[config.mk]
export PLATFORM = sky130hd
export DESIGN_NAME = spm_host_seq
export DESIGN_NICKNAME = d
export VERILOG_FILES = /design/src/rtl/spm_pkg.sv /design/src/rtl/spm_interval.sv /design/src/rtl/spm_frame_io.sv /design/src/rtl/spm_host_seq.sv
export SDC_FILE = /design/constraint.sdc
export NUM_CORES = 1
export LEC_CHECK = 0
export BUFFER_PORTS_ARGS = -buffer_cell sky130_fd_sc_hd__buf_4
export CORE_MARGIN = 1.5
export CORE_UTILIZATION = 50
export CTS_BUF_LIST = sky130_fd_sc_hd__clkbuf_16
export DETAILED_ROUTE_END_ITERATION = 6
export GPL_ROUTABILITY_DRIVEN = 0
export PLACE_DENSITY = 0.68
export SYNTH_ARGS = -nofsm -noshare
export SYNTH_HDL_FRONTEND = slang
export SYNTH_SLANG_ARGS = --single-unit
[constraint.sdc]
create_clock -name clk -period 2.93 [get_ports clk]
set_clock_uncertainty 0.15 [all_clocks]
set_input_delay 0.293 -clock clk [delete_from_list [all_inputs] [get_ports clk]]
set_output_delay 0.293 -clock clk [all_outputs]
set_load 0.1 [all_outputs]
[src/rtl/spm_pkg.sv]
// Shared constants and state type for the serial programming host sequencer.
// Assumes 32-bit frames sent most significant bit first.
package spm_pkg;

    localparam int FRAME_W = 32;

    localparam logic [7:0] OP_ENABLE  = 8'hAC;
    localparam logic [7:0] ECHO_BYTE  = 8'h53;
    localparam logic [7:0] OP_LOAD_LO = 8'h40;
    localparam logic [7:0] OP_LOAD_HI = 8'h48;
    localparam logic [7:0] OP_WRITE   = 8'h4C;
    localparam logic [7:0] OP_POLL    = 8'hF0;

    localparam logic [FRAME_W-1:0] FRAME_ENABLE = {OP_ENABLE, ECHO_BYTE, 8'h00, 8'h00};
    localparam logic [FRAME_W-1:0] FRAME_POLL   = {OP_POLL, 8'h00, 8'h00, 8'h00};

    typedef enum logic [3:0] {
        S_IDLE,
        S_PULSE,
        S_WAIT,
        S_SYNC_W,
        S_LOAD,
        S_LOAD_W,
        S_WRITE_W,
        S_POLL_W,
        S_WWAIT,
        S_END
    } seq_state_t;

endpackage

[src/rtl/spm_interval.sv]
// Interval counter: counts cycles while 'run' is high and flags the cycle
// in which the count reaches 'limit'. It restarts from zero after each hit
// and whenever 'run' drops.
// Assumes limit >= 1 whenever run is high.
module spm_interval #(
    parameter int TW = 8
) (
    input  logic          clk,
    input  logic          rst_n,
    input  logic          run,
    input  logic [TW-1:0] limit,
    output logic          hit
);

    logic [TW-1:0] cnt;

    assign hit = run && (cnt == limit - TW'(1));

    // Advance the count while running, restart on a hit or when idle.
    always_ff @(posedge clk) begin
        if (!rst_n) begin
            cnt <= '0;
        end else if (!run || hit) begin
            cnt <= '0;
        end else begin
            cnt <= cnt + TW'(1);
        end
    end

endmodule

[src/rtl/spm_frame_io.sv]
// Frame engine: shifts one 32-bit frame out on mosi, MSB first, with an
// idle-low serial clock. Each clock level lasts HALF_CYC system cycles.
// miso is captured on each rising serial clock edge, and mosi advances only
// at the falling edge. The last two received bytes are exposed.
// Assumes start is only pulsed while the engine is idle.
module spm_frame_io
    import spm_pkg::*;
#(
    parameter int HALF_CYC = 4
) (
    input  logic               clk,
    input  logic               rst_n,
    input  logic               start,
    input  logic [FRAME_W-1:0] tx_frame,
    input  logic               miso,
    output logic               sck,
    output logic               mosi,
    output logic               done,
    output logic [7:0]         rx_echo,
    output logic               rx_last
);

    localparam int PH_W  = $clog2(HALF_CYC) + 1;
    localparam int BIT_W = $clog2(FRAME_W);

    logic               active;
    logic [PH_W-1:0]    ph;
    logic [BIT_W-1:0]   bitn;
    logic [FRAME_W-1:0] tx_sh;
    logic [15:0]        rx_sh;
    logic               phase_end;

    assign phase_end = (ph == PH_W'(HALF_CYC - 1));
    assign mosi      = tx_sh[FRAME_W-1];
    assign rx_echo   = rx_sh[15:8];
    assign rx_last   = rx_sh[0];

    // Phase timing, clock toggling, transmit shift and receive capture.
    always_ff @(posedge clk) begin
        if (!rst_n) begin
            active <= 1'b0;
            ph     <= '0;
            bitn   <= '0;
            tx_sh  <= '0;
            rx_sh  <= '0;
            sck    <= 1'b0;
            done   <= 1'b0;
        end else begin
            done <= 1'b0;
            if (!active) begin
                if (start) begin
                    active <= 1'b1;
                    tx_sh  <= tx_frame;
                    ph     <= '0;
                    bitn   <= '0;
                end
            end else if (phase_end) begin
                ph <= '0;
                if (!sck) begin
                    sck   <= 1'b1;
                    rx_sh <= {rx_sh[14:0], miso};
                end else begin
                    sck   <= 1'b0;
                    tx_sh <= {tx_sh[FRAME_W-2:0], 1'b0};
                    if (bitn == BIT_W'(FRAME_W - 1)) begin
                        active <= 1'b0;
                        done   <= 1'b1;
                    end else begin
                        bitn <= bitn + BIT_W'(1);
                    end
                end
            end else begin
                ph <= ph + PH_W'(1);
            end
        end
    end

endmodule

[src/rtl/spm_host_seq.sv]
// Serial programming host sequencer (top).
// One start strobe runs a full session:
//   - reset pulse, then the startup wait;
//   - enable frame with an echo check, retried on a mismatch;
//   - page-load frames, low byte before high byte for each word;
//   - page-write frame;
//   - busy polling, or a fixed wait when POLL_MODE is 0;
//   - release of the target reset.
// Assumes PAGE_WORDS is a power of two >= 2, PAGE_W + log2(PAGE_WORDS) <= 16,
// and buf_word is valid combinationally for the buf_idx presented.
module spm_host_seq
    import spm_pkg::*;
#(
    parameter int HALF_CYC       = 4,
    parameter int RST_PULSE_CYC  = 8,
    parameter int STARTUP_CYC    = 2000000,
    parameter int MAX_SYNC       = 32,
    parameter int PAGE_WORDS     = 16,
    parameter int PAGE_W         = 8,
    parameter int POLL_MODE      = 1,
    parameter int POLL_LIMIT     = 64,
    parameter int WRITE_WAIT_CYC = 450000,
    localparam int IDX_W         = $clog2(PAGE_WORDS)
) (
    input  logic              clk,
    input  logic              rst_n,
    input  logic              start,
    input  logic [PAGE_W-1:0] page_sel,
    output logic [IDX_W-1:0]  buf_idx,
    input  logic [15:0]       buf_word,
    output logic              tgt_rst,
    output logic              tgt_sck,
    output logic              tgt_mosi,
    input  logic              tgt_miso,
    output logic              busy,
    output logic              done,
    output logic              err_sync,
    output logic              err_timeout
);

    localparam int MAX_A  = (RST_PULSE_CYC > STARTUP_CYC) ? RST_PULSE_CYC : STARTUP_CYC;
    localparam int MAX_T  = (MAX_A > WRITE_WAIT_CYC) ? MAX_A : WRITE_WAIT_CYC;
    localparam int TW     = $clog2(MAX_T + 1);
    localparam int ATT_W  = $clog2(MAX_SYNC + 1);
    localparam int POLL_W = $clog2(POLL_LIMIT + 1);

    seq_state_t         state;
    logic [PAGE_W-1:0]  page_q;
    logic [IDX_W-1:0]   widx;
    logic               hi_half;
    logic [ATT_W-1:0]   attempts;
    logic [POLL_W-1:0]  polls;
    logic               rst_q;
    logic               done_q;
    logic               err_sync_q;
    logic               err_tmo_q;
    logic               fr_start;
    logic [FRAME_W-1:0] fr_tx;
    logic               fr_done;
    logic [7:0]         fr_echo;
    logic               fr_last;
    logic               tmr_run;
    logic               tmr_hit;
    logic [TW-1:0]      tmr_lim;
    logic [15:0]        page_base;

    assign page_base   = 16'(page_q) << IDX_W;
    assign buf_idx     = widx;
    assign tgt_rst     = rst_q;
    assign busy        = (state != S_IDLE);
    assign done        = done_q;
    assign err_sync    = err_sync_q;
    assign err_timeout = err_tmo_q;

    // Pick the interval length for the timed states.
    always_comb begin
        tmr_run = 1'b1;
        case (state)
            S_PULSE: tmr_lim = TW'(RST_PULSE_CYC);
            S_WAIT:  tmr_lim = TW'(STARTUP_CYC);
            S_WWAIT: tmr_lim = TW'(WRITE_WAIT_CYC);
            default: begin
                tmr_lim = TW'(1);
                tmr_run = 1'b0;
            end
        endcase
    end

    spm_interval #(.TW(TW)) u_tmr (
        .clk   (clk),
        .rst_n (rst_n),
        .run   (tmr_run),
        .limit (tmr_lim),
        .hit   (tmr_hit)
    );

    spm_frame_io #(.HALF_CYC(HALF_CYC)) u_frame (
        .clk      (clk),
        .rst_n    (rst_n),
        .start    (fr_start),
        .tx_frame (fr_tx),
        .miso     (tgt_miso),
        .sck      (tgt_sck),
        .mosi     (tgt_mosi),
        .done     (fr_done),
        .rx_echo  (fr_echo),
        .rx_last  (fr_last)
    );

    // Session state machine: reset/sync loop, page load, write, completion.
    always_ff @(posedge clk) begin
        if (!rst_n) begin
            state      <= S_IDLE;
            page_q     <= '0;
            widx       <= '0;
            hi_half    <= 1'b0;
            attempts   <= '0;
            polls      <= '0;
            rst_q      <= 1'b0;
            done_q     <= 1'b0;
            err_sync_q <= 1'b0;
            err_tmo_q  <= 1'b0;
            fr_start   <= 1'b0;
            fr_tx      <= '0;
        end else begin
            fr_start <= 1'b0;
            done_q   <= 1'b0;
            case (state)
                S_IDLE: begin
                    if (start) begin
                        state      <= S_PULSE;
                        rst_q      <= 1'b1;
                        attempts   <= '0;
                        err_sync_q <= 1'b0;
                        err_tmo_q  <= 1'b0;
                        page_q     <= page_sel;
                    end
                end
                S_PULSE: begin
                    if (tmr_hit) begin
                        rst_q <= 1'b0;
                        state <= S_WAIT;
                    end
                end
                S_WAIT: begin
                    if (tmr_hit) begin
                        fr_start <= 1'b1;
                        fr_tx    <= FRAME_ENABLE;
                        state    <= S_SYNC_W;
                    end
                end
                S_SYNC_W: begin
                    if (fr_done) begin
                        if (fr_echo == ECHO_BYTE) begin
                            widx  <= '0;
                            state <= S_LOAD;
                        end else if (attempts == ATT_W'(MAX_SYNC - 1)) begin
                            err_sync_q <= 1'b1;
                            state      <= S_END;
                        end else begin
                            attempts <= attempts + ATT_W'(1);
                            rst_q    <= 1'b1;
                            state    <= S_PULSE;
                        end
                    end
                end
                S_LOAD: begin
                    fr_start <= 1'b1;
                    fr_tx    <= {OP_LOAD_LO, 8'h00, 8'(widx), buf_word[7:0]};
                    hi_half  <= 1'b0;
                    state    <= S_LOAD_W;
                end
                S_LOAD_W: begin
                    if (fr_done) begin
                        if (!hi_half) begin
                            hi_half  <= 1'b1;
                            fr_start <= 1'b1;
                            fr_tx    <= {OP_LOAD_HI, 8'h00, 8'(widx), buf_word[15:8]};
                        end else if (widx == IDX_W'(PAGE_WORDS - 1)) begin
                            fr_start <= 1'b1;
                            fr_tx    <= {OP_WRITE, page_base[15:8], page_base[7:0], 8'h00};
                            state    <= S_WRITE_W;
                        end else begin
                            widx  <= widx + IDX_W'(1);
                            state <= S_LOAD;
                        end
                    end
                end
                S_WRITE_W: begin
                    if (fr_done) begin
                        polls <= '0;
                        if (POLL_MODE != 0) begin
                            fr_start <= 1'b1;
                            fr_tx    <= FRAME_POLL;
                            state    <= S_POLL_W;
                        end else begin
                            state <= S_WWAIT;
                        end
                    end
                end
                S_POLL_W: begin
                    if (fr_done) begin
                        if (!fr_last) begin
                            state <= S_END;
                        end else if (polls == POLL_W'(POLL_LIMIT - 1)) begin
                            err_tmo_q <= 1'b1;
                            state     <= S_END;
                        end else begin
                            polls    <= polls + POLL_W'(1);
                            fr_start <= 1'b1;
                            fr_tx    <= FRAME_POLL;
                        end
                    end
                end
                S_WWAIT: begin
                    if (tmr_hit) begin
                        state <= S_END;
                    end
                end
                S_END: begin
                    rst_q  <= 1'b1;
                    done_q <= 1'b1;
                    state  <= S_IDLE;
                end
                default: state <= S_IDLE;
            endcase
        end
    end

endmodule

After elaboration in Yosys (flattened, before gate mapping)
Index checks and enable logic that the tools add are counted.
W data, S select, Z words.

storage, ports and cells
  logic and storage cells = 185
  bits of input ports = 28
  bits in registers = 147
  output and inout port bits = 11

cells by class
  eq/ne operators = 38
  reductions and logical operators = 30
  add/sub/neg operators = 7
  multiplexer cells = 88
  bitwise operators = 2

operators by type and width
  kind                     number
  $mux W32                 12
  $pmux W32 S5             1
  $mux W4                  18
  $pmux W21 S3             1
  $pmux W4 S9              1
  $mux W1                  30
  $mux W7                  4
  $mux W5                  5
  $mux W6                  4
  $ne A2 B2 Y1 const B     11
  $add A21 B1 Y21 const B  1
  $eq A21 B21 Y1           1
  $sub A21 B1 Y21 const B  1
  $reduce_and A5 Y1        4
  $ne A2 B1 Y1 const B     9
  $eq A4 B3 Y1 const B     4
  $pmux W7 S2              1
  $eq A4 B4 Y1 const B     3
  $pmux W6 S2              1
  $reduce_and A6 Y1        2
  $reduce_bool A2 Y1       6
  $reduce_and A10 Y1       1
  $mux W3                  3
  $eq A4 B2 Y1 const B     2
  other kinds (30)         39

Logic depth before layout (Yosys ltp)
  depth in word-level cells = 7
  gate-level depth with buffers = 9
  depth with buffers taken out = 7

Modules after synthesis
From an unflattened synthesis, not the netlist that was laid out.

second synthesis, totals
  cell total of the unflattened synthesis = 868
  area total of the unflattened synthesis = 7523.5 µm²

by module, submodules not included
  module        sequential area each (µm²)  cells an instance  area an instance (µm²)  times used
  spm_host_seq  1221.2                      363                2981.6                  1
  spm_frame_io  1181.1                      284                2758.9                  1
  spm_interval  420.4                       221                1783.0                  1

Worst setup path before layout
Ideal clock, no wire load.

  kind = register to register
  from = register widx[0] (netlist: buf_idx[0])
  to = register fr_tx[11]
  data arrival time = 2724 ps
  stages on the path, launching flop included = 9
  path slack = -63 ps
  period minus slack after synthesis = 2993 ps
  cell sequence = dfxtp_1 -> ha_1 -> nand3_1 -> and3_1 -> a2111o_1 -> nor2_1 -> a21oi_2 -> buf_6 -> a32o_1

between the ends
  longest elaborated chain between the ends = 3

ends and longest elaborated chain
  element                      RTL line             RTL
  from (decl)                  spm_host_seq.sv:49   logic [IDX_W-1:0] widx;
  from (signal assigned)       spm_host_seq.sv:184  widx <= widx + IDX_W'(1);
  $eq A4 B4 Y1                 spm_host_seq.sv:179  end else if (widx == IDX_W'(PAGE_WORDS - 1)) begin
  $ne A3 B3 Y1 (no line)       n/a
  $reduce_and A8 Y1 (no line)  n/a
  to (signal assigned)         spm_host_seq.sv:169  fr_tx <= {OP_LOAD_LO, 8'h00, 8'(widx), buf_word[7:0]};
  to (signal assigned)         spm_host_seq.sv:178  fr_tx <= {OP_LOAD_HI, 8'h00, 8'(widx), buf_word[15:8]};
  to (signal assigned)         spm_host_seq.sv:181  fr_tx <= {OP_WRITE, page_base[15:8], page_base[7:0], 8'h00};
  to (decl)                    spm_host_seq.sv:58   logic [FRAME_W-1:0] fr_tx;

No other way between the ends.
A chain may end at the register's enable or synchronous reset.

Worst setup path in the final report
  from = register state[3]
  to = register fr_tx[12]

between the ends
  longest elaborated chain between the ends = 7
  elaborated cells between the ends (all ways) = 23
  those cells by class = add/sub: 1; eq/ne: 15; mux: 3; reduce/logical: 4

ends and longest elaborated chain
  element                                     RTL line             RTL
  from (decl)                                 spm_host_seq.sv:47   seq_state_t state;
  from (signal assigned)                      spm_host_seq.sv:113  state <= S_IDLE;
  from (signal assigned)                      spm_host_seq.sv:131  state <= S_PULSE;
  from (signal assigned)                      spm_host_seq.sv:142  state <= S_WAIT;
  $eq A4 B4 Y1, or another cell as far along  spm_host_seq.sv:78   case (state)
  $pmux W21 S3                                spm_host_seq.sv:78
  $sub A21 B1 Y21                             spm_interval.sv:17   assign hit = run && (cnt == limit - TW'(1));
  $eq A21 B21 Y1                              spm_interval.sv:17
  $logic_and A1 B1 Y1                         spm_interval.sv:17
  $ne A2 B1 Y1 (no line)                      n/a
  $reduce_and A8 Y1 (no line)                 n/a

Several ways; a longest one is shown, not always the timed one.

==> impl_metrics.ini <==
[status]
run_status = finished clean

[routing]
drt-initial-drc-count = 482
finalWirelength_um = 14280
vias_per_cell = 5.564
dr_total_vias = 5353
drt_pass1_iterations = 5
drc = 0
route.antenna.remaining_nets = 0
wl_per_cell_um = 14.84

[cts]
ctsRootBufferMaster = clkbuf_16
clkLatencyLatePin_ns = 0.42
post_cts.resized_instances = 0
cts-buffers-inserted = 17
clock_tree.htree_level_count = 4
cts.path.max_buffers = 2
cts.reportedPaths.clkPinSlew_ns = 0.06
tritoncts_num_sinks = 141
cts_tree = done

[synthesis]
synth_edf_count = 0
synth.distinct_cells = 60
synth_ff_type = dfxtp_1
post_synthesis_cell_area_sq_mm = 0.006350
synth.net_count = 772
synthCells = 737
async_flop_share_pct = 0
synthXorXnorAreaFrac_pct = 4.138
post-synth-top-area-fraction_pct = 44.45
yosys.area_share.simple_pct = 22.17
syn-mean-instance-area_sq_um = 8.616
synth_compound_gate_area_share_pct = 19.80
share_of_cell_area_taken_by_muxes_after_synthesis_pct = 3.783
synth_top_family_by_area = simple AND/OR/NAND/NOR gates
postSynthRegisterBits = 141
synth_top_area_cell = dfxtp_1
yosys_warning_count = 0
yosysSeqAreaShare_pct = 44.45
synth_top_cells_by_count = 141 x dfxtp_1, 115 x nor2_1, 77 x nand2_1, 39 x a21oi_1, 32 x clkbuf_1
leading_post_synthesis_cells_by_cell_area = dfxtp_1 44%, nor2_1 6.8%, nand2_1 4.6%
synth-adder-area-share_pct = 1.379
count_leader_synth = dfxtp_1

[setup_path]
cp.arrival_ns = 2.92
cp.required_ns = 3.09
cells_on_worst_reg2reg_path = 6
crit_path_cell_trace = nor2_1, a2111oi_4, o2111ai_2, nor4_4, a21oi_2, a32o_1
critical_path.startpoint = state[3]$_SDFFE_PN0P_
cp.buffers_inverters = 0
setup.reg_to_reg.worst_slack_ns = 0.17
worst_path_max_delay_cell = dfxtp_1
reg2reg_to = fr_tx[12]$_SDFFE_PN0P_
r2r-start = state[3]$_SDFFE_PN0P_
max_stage_delay_ns = 0.59
worstPathMaxFanout = 15
cp_top_family = compound AO/OA/AOI/OAI gates
worstSetupStartpointType = flip-flop
critPathCaptureType = flip-flop
criticalPathCategory = reg2reg

[worst_hold_path]
holdPathEnd = fr_tx[3]$_SDFFE_PN0P_
hp-class = in2reg
min_delay_path_depth = 4
worstHoldStart = buf_word[11]

[sta]
timing.slew.headroom_pct = 47.15
setup_violations = 0
hold-worst-slack_ns = 0.08255
worst_slew_pin_slew_ns = 0.7824
finalSetupTns_ns = 0
fmax_mhz = 362.3
timing.final.crit_period_ns = 2.760
setup_repair_after_global_routing_missed_its_margin = false
final_hold_viol_count = 0
maxSlewViolCount = 0
layout_worst_path_cycle_share_pct = 94.21

[global_routing]
grt_first_pass_wirelength_um = 24320
initial_antenna_violation_count = 0
largest_net_degree_at_the_start_of_global_routing = 54
grtUsageTotal_pct = 23.05
grt_pass1_vias = 5071
grt_overflow_total = 0

[power]
report.power.total_w = 0.006100
power.static_leakage_nw = 2.702
max-vdd-ir-drop_mv = 1.040
powerDensity_mw_per_mm2 = 814.7

[die]
io-pin-count = 39
horizontal_die_dimension_um = 115.7
chipHeight_um = 115.7
design.core.area_sq_mm = 0.01221
initial_standard_cell_utilization_of_the_core_pct = 52.00
floorplan.rows = 40
design.die.area_sq_mm = 0.01338

[layout]
final_layout_size_suffix_gt1_share_pct = 13.35
fill_cells = 1080
num_antenna_cells = 0
multi_input_gate_area_in_the_final_layout_sq_mm = 0.003256
area_growth_pct = 17.91
final_area_sq_mm = 0.007487
final-seq-area_sq_mm = 0.002826
finish.net_count = 816

[place]
hpwl_um = 9794
buffer_ports.inserted = 38
post_dp_cell_area_sq_mm = 0.006829

[flow_run]
cap_viol_max_count = 0
[power breakdown]
group | internal, W | total [W] | switching [W]
combinational | 0.000680 | 0.00186 | 0.00118
clock | 0.00131 | 0.00208 | 0.000778
sequential | 0.00204 | 0.00216 | 0.000115
total | 0.00403 | 0.00610 | 0.00207
[worst max-delay path by stage]
stage,slack [ns],endpoint,cells after the start
global placement,0.32,fr_tx[13]$_SDFFE_PN0P_,6
floorplan,0.20,fr_tx[11]$_SDFFE_PN0P_,7
finish,0.17,fr_tx[12]$_SDFFE_PN0P_,6
global route,0.005,fr_tx[14]$_SDFFE_PN0P_,6
CTS,0.20,fr_tx[12]$_SDFFE_PN0P_,6
detailed placement,0.23,fr_tx[8]$_SDFFE_PN0P_,6
[layer usage]
| metal | share of wire (%) | vias to the layer above | GRT usage, % |
|---|---|---|---|
| met2 | 49 | 85 | 38.42 |
| met5 | 0 | - | 0 |
| met3 | 3.2 | 21 | 5.335 |
| met1 | 46 | 2531 | 29.39 |
| li1 | - | 2716 | - |
| met4 | 1.5 | 0 | 8.293 |
[registers in the layout, summed over array words and instances, names as in the netlist]
name            count
buf_idx             4
done                1
u_frame.sck         1
u_frame.bitn        5
polls               7
u_frame.rx_sh      16
state               4
u_frame.active      1
hi_half             1
fr_start            1
attempts            6
err_timeout         1
err_sync            1
page_q              8
u_frame.tx_sh      32
u_frame.ph          3
u_tmr.cnt          21
tgt_rst             1
fr_tx              26
u_frame.done        1
[worst reg2reg max path, stage by stage (launching register included)]
cell and delay (ns):
dfxtp_1 0.59, nor2_1 0.15, a2111oi_4 0.39, o2111ai_2 0.26
nor4_4 0.47, a21oi_2 0.30, a32o_1 0.34
[final cells by class]
class | instances | share of cell area (%)
Multi-Input combinational cell | 529 | 43.48
Sequential cell | 141 | 37.75
Timing Repair Buffer | 69 | 7.219
Clock buffer | 17 | 5.682
Tap cell | 168 | 2.807
Clock inverter | 15 | 1.905
Inverter | 23 | 1.153
[through the flow]
step / util (%) / worst slack (ns) / cells
3_3_place_gp: 55.92 / 0.3196 / 921
2_1_floorplan: - / 0.2000 / 737
4_1_cts: 61.31 / 0.1971 / 962
5_1_grt: 61.31 / 0.005445 / 962
3_5_place_dp: 55.92 / 0.2255 / 921
6_report: 61.31 / 0.1696 / 962
[kinds of logic (layout without fill, tap and decap cells)]
kind of cell | Yosys count | in the layout
compound gates | 173 | 173
xor+xnor | 30 | 30
fa+ha+maj | 7 | 7
buf+inv | 67 | 124
flops | 141 | 141
mux | 24 | 24
simple gates | 295 | 295
[repair_timing]
item                                   4_1_cts  5_1_grt
hold buffers                                 9        0
endpoints found under the hold margin        9        0
buffers inserted                             0        0
[cells in the final DEF (no fill, tap or decap), drive strengths merged, types with 4 or more instances in the layout]
cell type    count
dfxtp          141
nor2           115
nand2           77
buf             60
a21oi           40
inv             30
a211oi          27
o21ai           25
mux2i           24
nand3           22
nor3            18
clkbuf          17
xor2            16
xnor2           14
a22oi           14
o21a            13
o211ai          13
and3            11
a32o            10
nand4            9
dlygate4sd3      9
nor2b            7
ha               7
or2              5
nor4             5
clkinv           5
a221oi           4
a31oi            4
o21bai           4
No activity file was read; power rests on OpenSTA's default activity.
